--- config.mk ---
export PLATFORM = sky130hd
export DESIGN_NAME = vid_capture_parser
export DESIGN_NICKNAME = d
export VERILOG_FILES = /design/src/rtl/vcp_pkg.sv /design/src/rtl/vcp_trs_detect.sv /design/src/rtl/vcp_chan_sel.sv /design/src/rtl/vid_capture_parser.sv
export SDC_FILE = /design/constraint.sdc
export NUM_CORES = 1
export LEC_CHECK = 0
export ABC_AREA = 1
export BUFFER_PORTS_ARGS = -buffer_cell sky130_fd_sc_hd__buf_4
export CAP_MARGIN = 20
export CORE_MARGIN = 4
export CORE_UTILIZATION = 25
export CTS_BUF_LIST = sky130_fd_sc_hd__clkbuf_16
export DETAILED_ROUTE_END_ITERATION = 10
export PLACE_DENSITY = 0.47
export SYNTH_ARGS = -nofsm -noshare
export SYNTH_HDL_FRONTEND = slang
export SYNTH_SLANG_ARGS = --single-unit
--- constraint.sdc ---
create_clock -name clk -period 3.9 [get_ports clk]
set_input_delay 0.975 -clock clk [delete_from_list [all_inputs] [get_ports clk]]
set_output_delay 0.975 -clock clk [all_outputs]
set_load 0.01 [all_outputs]
--- src/rtl/vcp_pkg.sv ---
package vcp_pkg;

   localparam int PH_W = 2;

   typedef enum logic [1:0] {
      TRS_IDLE,
      TRS_P1,
      TRS_P2,
      TRS_P3
   } vcp_trs_e;

   typedef enum logic [1:0] {
      CLS_NONE,
      CLS_ACT,
      CLS_VANC,
      CLS_HANC
   } vcp_class_e;

   // protection nibble for flags F, V, H
   function automatic logic [3:0] vcp_prot(input logic f, input logic v, input logic h);
      return {v ^ h, f ^ h, f ^ v, f ^ v ^ h};
   endfunction

endpackage

--- src/rtl/vcp_trs_detect.sv ---
module vcp_trs_detect
   import vcp_pkg::*;
#(
   parameter int DW         = 8,
   parameter int SRC_W      = 4,
   parameter int MAX_SRC    = 9,
   parameter bit CHECK_PROT = 1'b1
) (
   input  logic             clk,
   input  logic             rst_n,
   input  logic             en,
   input  logic             muxed,
   input  logic [DW-1:0]    din,
   output logic             suppress,
   output logic             code_ok,
   output logic             code_bad,
   output logic             code_f,
   output logic             code_v,
   output logic             code_h,
   output logic [SRC_W-1:0] code_src
);

   vcp_trs_e         st_q, st_d;
   logic [SRC_W-1:0] src_q, src_d;
   logic             prot_ok;
   logic             sword_ok;

   generate
      if (CHECK_PROT) begin : g_prot
         assign prot_ok = (din[DW-5 -: 4] == vcp_prot(din[DW-2], din[DW-3], din[DW-4]));
      end else begin : g_noprot
         assign prot_ok = 1'b1;
      end
   endgenerate

   assign sword_ok = ((din >> SRC_W) == '0) && (din[SRC_W-1:0] < SRC_W'(MAX_SRC));

   assign code_f   = din[DW-2];
   assign code_v   = din[DW-3];
   assign code_h   = din[DW-4];
   assign code_src = src_q;

   always_comb begin
      st_d     = st_q;
      src_d    = src_q;
      suppress = 1'b0;
      code_ok  = 1'b0;
      code_bad = 1'b0;
      if (!en) begin
         st_d = TRS_IDLE;
      end else begin
         unique case (st_q)
            TRS_IDLE: begin
               if (din == '1) begin
                  st_d     = TRS_P1;
                  suppress = 1'b1;
               end
            end
            TRS_P1: begin
               suppress = 1'b1;
               if (din == '0) begin
                  st_d = TRS_P2;
               end else begin
                  st_d     = TRS_IDLE;
                  code_bad = 1'b1;
               end
            end
            TRS_P2: begin
               suppress = 1'b1;
               if (muxed ? sword_ok : (din == '0)) begin
                  st_d  = TRS_P3;
                  src_d = muxed ? din[SRC_W-1:0] : '0;
               end else begin
                  st_d     = TRS_IDLE;
                  code_bad = 1'b1;
               end
            end
            default: begin
               suppress = 1'b1;
               st_d     = TRS_IDLE;
               if (din[DW-1] && prot_ok) code_ok  = 1'b1;
               else                      code_bad = 1'b1;
            end
         endcase
      end
   end

   always_ff @(posedge clk or negedge rst_n) begin
      if (!rst_n) begin
         st_q  <= TRS_IDLE;
         src_q <= '0;
      end else begin
         st_q  <= st_d;
         src_q <= src_d;
      end
   end

endmodule

--- src/rtl/vcp_chan_sel.sv ---
module vcp_chan_sel
   import vcp_pkg::*;
(
   input  logic            rgb,
   input  logic [1:0]      sel,
   input  logic [PH_W-1:0] phase,
   output logic            keep,
   output logic [PH_W-1:0] phase_nxt
);

   logic is_luma;

   assign is_luma = phase[0];

   always_comb begin
      if (rgb) begin
         keep      = (sel != 2'd3) && (phase == sel);
         phase_nxt = (phase == PH_W'(2)) ? '0 : phase + 1'b1;
      end else begin
         unique case (sel)
            2'd0:    keep = is_luma;
            2'd1:    keep = !is_luma;
            default: keep = 1'b1;
         endcase
         phase_nxt = phase + 1'b1;
      end
   end

endmodule

--- src/rtl/vid_capture_parser.sv ---
module vid_capture_parser
   import vcp_pkg::*;
#(
   parameter int DW         = 8,
   parameter int SRC_W      = 4,
   parameter int MAX_SRC    = 9,
   parameter bit CHECK_PROT = 1'b1
) (
   input  logic             clk,
   input  logic             rst_n,
   input  logic             cfg_embedded,
   input  logic             cfg_muxed,
   input  logic             cfg_rgb,
   input  logic [1:0]       cfg_anc_sel,
   input  logic             cfg_hanc,
   input  logic [DW-1:0]    din,
   input  logic             hsync,
   input  logic             vsync,
   input  logic             de,
   output logic             pix_valid,
   output logic [DW-1:0]    pix_data,
   output logic [SRC_W-1:0] pix_src,
   output logic             pix_sol,
   output logic             pix_sof,
   output logic             anc_valid,
   output logic [DW-1:0]    anc_data,
   output logic [SRC_W-1:0] anc_src,
   output logic             field,
   output logic             vblank,
   output logic             hblank,
   output logic             code_err
);

   generate
      if (DW < 8) begin : g_bad_dw
         $error("vid_capture_parser: DW must be at least 8");
      end
      if (SRC_W >= DW) begin : g_bad_srcw
         $error("vid_capture_parser: SRC_W must be narrower than DW");
      end
      if (MAX_SRC < 1 || MAX_SRC > (1 << SRC_W)) begin : g_bad_max
         $error("vid_capture_parser: MAX_SRC out of range for SRC_W");
      end
   endgenerate

   logic             suppress, code_ok, code_bad;
   logic             code_f, code_v, code_h;
   logic [SRC_W-1:0] code_src;

   vcp_trs_detect #(
      .DW(DW), .SRC_W(SRC_W), .MAX_SRC(MAX_SRC), .CHECK_PROT(CHECK_PROT)
   ) u_trs (
      .clk      (clk),
      .rst_n    (rst_n),
      .en       (cfg_embedded),
      .muxed    (cfg_muxed),
      .din      (din),
      .suppress (suppress),
      .code_ok  (code_ok),
      .code_bad (code_bad),
      .code_f   (code_f),
      .code_v   (code_v),
      .code_h   (code_h),
      .code_src (code_src)
   );

   vcp_class_e       cls, prev_q;
   logic             run_start;
   logic [PH_W-1:0]  phase_q, ph_use, ph_nxt;
   logic             keep;
   logic             active_q, sol_pend_q, sof_pend_q;
   logic [SRC_W-1:0] src_q;

   always_comb begin
      if (de && !vsync)                  cls = CLS_ACT;
      else if (de && vsync)              cls = CLS_VANC;
      else if (!de && hsync && cfg_hanc) cls = CLS_HANC;
      else                               cls = CLS_NONE;
   end

   assign run_start = (cls != prev_q);
   assign ph_use    = (!cfg_embedded && run_start) ? '0 : phase_q;

   vcp_chan_sel u_sel (
      .rgb       (cfg_rgb),
      .sel       (cfg_anc_sel),
      .phase     (ph_use),
      .keep      (keep),
      .phase_nxt (ph_nxt)
   );

   always_ff @(posedge clk or negedge rst_n) begin
      if (!rst_n) begin
         pix_valid  <= 1'b0;
         pix_data   <= '0;
         pix_src    <= '0;
         pix_sol    <= 1'b0;
         pix_sof    <= 1'b0;
         anc_valid  <= 1'b0;
         anc_data   <= '0;
         anc_src    <= '0;
         field      <= 1'b0;
         vblank     <= 1'b1;
         hblank     <= 1'b1;
         code_err   <= 1'b0;
         active_q   <= 1'b0;
         sol_pend_q <= 1'b0;
         sof_pend_q <= 1'b0;
         src_q      <= '0;
         phase_q    <= '0;
         prev_q     <= CLS_NONE;
      end else begin
         pix_valid <= 1'b0;
         pix_sol   <= 1'b0;
         pix_sof   <= 1'b0;
         anc_valid <= 1'b0;
         pix_data  <= din;
         anc_data  <= din;
         if (code_bad) code_err <= 1'b1;

         if (cfg_embedded) begin
            prev_q <= CLS_NONE;
            if (code_ok) begin
               field    <= code_f;
               vblank   <= code_v;
               hblank   <= code_h;
               active_q <= !code_h;
               if (!code_h) begin
                  phase_q    <= '0;
                  src_q      <= code_src;
                  sol_pend_q <= 1'b1;
               end
               if (code_v) sof_pend_q <= 1'b1;
            end else if (!suppress && active_q) begin
               phase_q <= ph_nxt;
               if (!vblank) begin
                  pix_valid  <= 1'b1;
                  pix_src    <= src_q;
                  pix_sol    <= sol_pend_q;
                  pix_sof    <= sof_pend_q;
                  sol_pend_q <= 1'b0;
                  sof_pend_q <= 1'b0;
               end else begin
                  anc_valid <= keep;
                  anc_src   <= src_q;
               end
            end
         end else begin
            field    <= 1'b0;
            vblank   <= vsync;
            hblank   <= !de;
            active_q <= 1'b0;
            src_q    <= '0;
            prev_q   <= cls;
            phase_q  <= ph_nxt;
            if (vsync) sof_pend_q <= 1'b1;
            unique case (cls)
               CLS_ACT: begin
                  pix_valid  <= 1'b1;
                  pix_src    <= '0;
                  pix_sol    <= run_start;
                  pix_sof    <= sof_pend_q;
                  sof_pend_q <= 1'b0;
               end
               CLS_VANC, CLS_HANC: begin
                  anc_valid <= keep;
                  anc_src   <= '0;
               end
               default: ;
            endcase
         end
      end
   end

endmodule

# Yosys cells after proc, flatten, opt, wreduce, memory -nomap -nowiden
# Index checks and enable logic that the tools add are counted.
op_classes:
  addsub: 1
  magnitude_cmp: 1
  eq_ne: 25
  n_mux: 81
  n_bitwise: 4
  reduce_logical: 32
ops:
  columns: ["op", "n"]
  rows:
  - ["4-bit 2-to-1 mux", 14]
  - ["1-bit 2-to-1 mux", 49]
  - ["2-bit 2-to-1 mux", 15]
  - ["8-bit zero test", 2]
  - ["4-bit AND reduction", 4]
  - ["2-bit != test, second input constant", 5]
  - ["1-bit logical AND", 9]
  - ["2-bit == test, second input constant", 4]
  - ["8-bit == test, second input constant", 1]
  - ["2-bit by 1-bit != test with 1-bit output, second input constant", 4]
  - ["2-bit by 1-bit == test with 1-bit output, second input constant", 3]
  - ["1-bit zero test", 6]
  - ["3-bit by 2-bit != test with 1-bit output, second input constant", 2]
  - ["3-bit != test, second input constant", 2]
  - ["2-bit case mux with 3 select lines", 1]
  - ["2-bit nonzero test", 3]
  - ["4-bit == test", 1]
  - ["2-bit zero test", 2]
  - ["4-bit less-than comparator, second input constant", 1]
  - ["2-bit AND reduction", 2]
  - ["1-bit XOR", 4]
  - ["3-bit by 1-bit != test with 1-bit output, second input constant", 1]
  - ["1-bit case mux with 3 select lines", 1]
  - ["3-bit AND reduction", 1]
  - ["other kinds (7)", 7]
word_totals:
  register_bits: 41
  out_inout_bits: 32
  wordCells: 163

# Longest topological paths before layout
logic_depth:
  word_depth: 16
  mapped_depth: 12

# Modules after synthesis
# A second synthesis with hierarchy kept.
hier_totals:
  cells_unflattened: 273
  area_unflattened_um2: 2199.6
modules_own_cells:
  columns: ["module", "instances", "cells_each", "area_per_inst_um2", "seq_area_each_um2"]
  rows:
  - ["vid_capture_parser", 1, 152, 1500.2, 878.3]
  - ["vcp_trs_detect", 1, 101, 613.1, 150.1]
  - ["vcp_chan_sel", 1, 20, 86.3, 0.0]

# Worst setup path after synthesis
# Ideal clock, no wire load.
synth_timing:
  path_kind: "input to register"
  start: "in din[4]"
  end: "reg field"
  setup_time_ps: 134
  arrival_time_ps: 2072
  t_required_ps: 3766
  setup_slack_ps: 1694
  cell_stages: 11
  path_buffers: 0
  cell_sequence: "inv_2 -> ha_1 -> xor2_1 -> nor2_1 -> nand2_2 -> nor2_4 -> nand2_4 -> nand2_4 -> inv_4 -> nand2_1 -> o31ai_1"
synth_between:
  elab_chain_len: 7
  elab_cells_between_ends: 9
  classes_between: "2 x eq/ne; 3 x mux; 3 x bitwise; 1 x reduce/logical"
synth_rtl:
  columns: ["item", "line_no", "rtl"]
  rows:
  - ["from (decl)", "vid_capture_parser.sv:16", "input logic [DW-1:0] din,"]
  - ["1-bit XOR", "vcp_pkg.sv:21", "return {v ^ h, f ^ h, f ^ v, f ^ v ^ h};"]
  - ["4-bit == test *", "vcp_trs_detect.sv:30", "assign prot_ok = (din[DW-5 -: 4] == vcp_prot(din[DW-2], din[DW-3], din[DW-4]));"]
  - ["1-bit logical AND *", "vcp_trs_detect.sv:81", "if (din[DW-1] && prot_ok) code_ok = 1'b1;"]
  - ["1-bit 2-to-1 mux *", "vcp_trs_detect.sv:81", null]
  - ["1-bit 2-to-1 mux *", "vcp_trs_detect.sv:52", "unique case (st_q)"]
  - ["1-bit 2-to-1 mux *", "vcp_trs_detect.sv:49", "if (!en) begin"]
  - ["2-bit by 1-bit != test with 1-bit output (no line) *", null, null]
  - ["to (signal assigned)", "vid_capture_parser.sv:124", "field <= code_f;"]
  - ["to (decl)", "vid_capture_parser.sv:28", "output logic field,"]
# Mark *: on every way between the ends. The rest lies on a longest branch, timed or not.
# A chain may end at the register's enable or synchronous reset.

# Worst setup path after layout
# Same ends and word-level chain as after synthesis.

==> out/metrics.csv <==
metric,value,unit
status,completed,
clk sinks,41,
fmax,461,MHz
Avg Vias per Cell,4.24,
core area,8220,um2
Setup crit end kind,register,
largest net degree at the start of global routing,42,
CTS Buf Count,5,
ys async rst share,100,%
Syn Area/Cell,8.93,um2
worst endpoint required time,4.05,ns
Final setup viols,0,
RSZ-0062 raised after global routing,false,
number of flops mapped to enable cells by yosys,0,
worst-path maximum fanout,6,
area of the die,9960,um2
Filler cells,857,
Syn. warnings,0,
first-pass GRT wire length,8130,um
gpl congestion,0.772,
Final Slew Violations,0,
Final Cycle Share,55.7,%
"Hold-fix buffers, CTS",0,
Nets,304,
port bufs,50,
via count,1649,
final hold violation count,0,
Initial Util,25.6,%
Cells after Synth,236,
H-tree depth,2,
routed len/inst,12.2,um
"commonest non-fill, non-tap cell in the layout",nand2_1,
Yosys reg bits,41,
Worst Hold Class,reg2reg,
PD cells,396,nW/um2
total negative setup slack,0,ns
total gr overflow,0,
Cell variety after synth,35,
Clock Tree Buf Depth,2,
Final Critical Period,2.17,ns
Rel. slew slack,64.8,%
# DRC,0,
detailed placement HPWL,3640,um
WS Path Type,in2reg,
initial antenna violation count,0,
peak supply drop,0.228,mV
Worst-path clk slew,0.06,ns
share of layout cells above drive strength 1,35.2,%
Post-DRT Antenna Nets,0,
drt first pass iters,4,
Die W,99.8,um
Die H,99.8,um
synthesized area,2110,um2
Worst Path Arrival,2.32,ns
Antenna Cells,0,
Fin Hold WS,0.464,ns
Synth Net Count,257,
# Post-CTS Setup Buffers,0,
Pleak,1.31,nW
startpoint types,input pin,
maxcap violations,0,
Area Growth Syn to Fin,28.6,%
Clock Latency Late Sink,0.28,ns
vias in the first global route,1666,
clock root buffer,clkbuf_16,
DR iter-0 viols,34,
Top-Level Pins,51,
post-synthesis sequential area ratio,48.8,%
Main synth FF type,dfrtp_1,
actual slew at the worst max-slew pin,0.528,ns
row cnt,33,
Resized cells post-CTS,0,
DRT Wirelength,4750,um
most frequent cells in the layout,"57 x nand2_1, 50 x buf_4, 39 x dfrtp_1",
clk_skew,0.00307,ns
gr usage total,10.3,%
TritonCTS clock tree,done,
## path summary, 6_finish.rpt
check	startpoint	to	slack, ns	cells past startpoint
worst max-delay path	din[4]	field$_DFFE_PN0P_	1.73	12
worst min-delay path	hblank$_DFFE_PN1P_	hblank$_DFFE_PN1P_	0.46	2
worst max register to register	u_trs.st_q[0]$_DFFE_PN0P_	anc_src[2]$_DFFE_PN0P_	2.40	7
worst min register to register	hblank$_DFFE_PN1P_	hblank$_DFFE_PN1P_	0.46	2
max in group asynchronous	rst_n	hblank$_DFFE_PN1P_	2.85	1
min in group asynchronous	rst_n	u_trs.st_q[0]$_DFFE_PN0P_	0.66	1
## state kept, by name (all words and copies together), names as in the netlist, 2 cells and up
name and flops:
anc_data 8, anc_src 4, phase_q 2, pix_src 4, prev_q 2, src_q 4
u_trs.code_src 4, u_trs.st_q 2
## Yosys cell counts, types with 2 or more instances
cell type  instances  area [um2]
nand2_1           57         214
dfrtp_1           39         976
nand3_1           25         125
inv_1             21        78.8
o21ai_1           12        60.1
nand2_2           11        68.8
nor2_1            10        37.5
buf_4              8        60.1
o21ai_2            7        61.3
o21ai_0            6        30.0
inv_2              5        18.8
nand2_4            5        56.3
xor2_1             3        26.3
a21oi_1            2        10.0
dfstp_2            2        52.6
ha_1               2        25.0
inv_4              2        12.5
nand3_2            2        20.0
## kinds of logic (layout without fill, tap and decap cells)
| logic type | Yosys count | in the layout | synth area share (%) |
|---|---|---|---|
| buf+inv | 38 | 86 | 8.79 |
| simple gates | 120 | 120 | 30.2 |
| xor+xnor | 3 | 3 | 1.25 |
| fa+ha+maj | 3 | 3 | 1.66 |
| flops | 41 | 41 | 48.8 |
| compound gates | 31 | 31 | 9.26 |
## power breakdown
part,internal [mW],switching (mW)
logic,0.0552,0.0822
clock network,0.303,0.177
registers,0.442,0.0131
## per-stage QoR
step / util (%) / instances / total power [mW] / worst slack [ns] / instance area, um2
after floorplan: - / 236 / 0.543 / 1.69 / 2110
after global placement: 30.9 / 381 / 0.605 / 1.44 / 2540
after detailed placement: 30.9 / 381 / 0.604 / 1.42 / 2540
after CTS: 33.0 / 389 / 1.09 / 1.72 / 2710
after global routing: 33.0 / 389 / 1.12 / 1.61 / 2710
final: 33.0 / 389 / 1.07 / 1.73 / 2710
## metal layers
layer / global-route usage (%) / routed length [um]
met5: 0 / 0
met4: 3.15 / 58
met3: 2.85 / 290
met2: 16.2 / 2160
met1: 13.8 / 2240
## worst max-delay path, stage by stage
cell and delay (ns):
buf_4 0.12, inv_2 0.06, ha_1 0.30, xor2_1 0.14
nor2_1 0.12, nand2_2 0.07, nor2_4 0.17, nand2_4 0.09
nand2_4 0.10, inv_4 0.05, nand2_1 0.05, o31ai_1 0.07
## final cells by class
type	count	area (um2)	area share, %
clock buffers	5	125	4.62
inverters	28	110	4.06
multi-input cells	157	893	33.0
flip-flops and latches	41	1030	38.0
clock inverters	3	46.3	1.71
well taps	105	131	4.85
repair buffers	50	375	13.9
(Power assumes the default switching activity.)
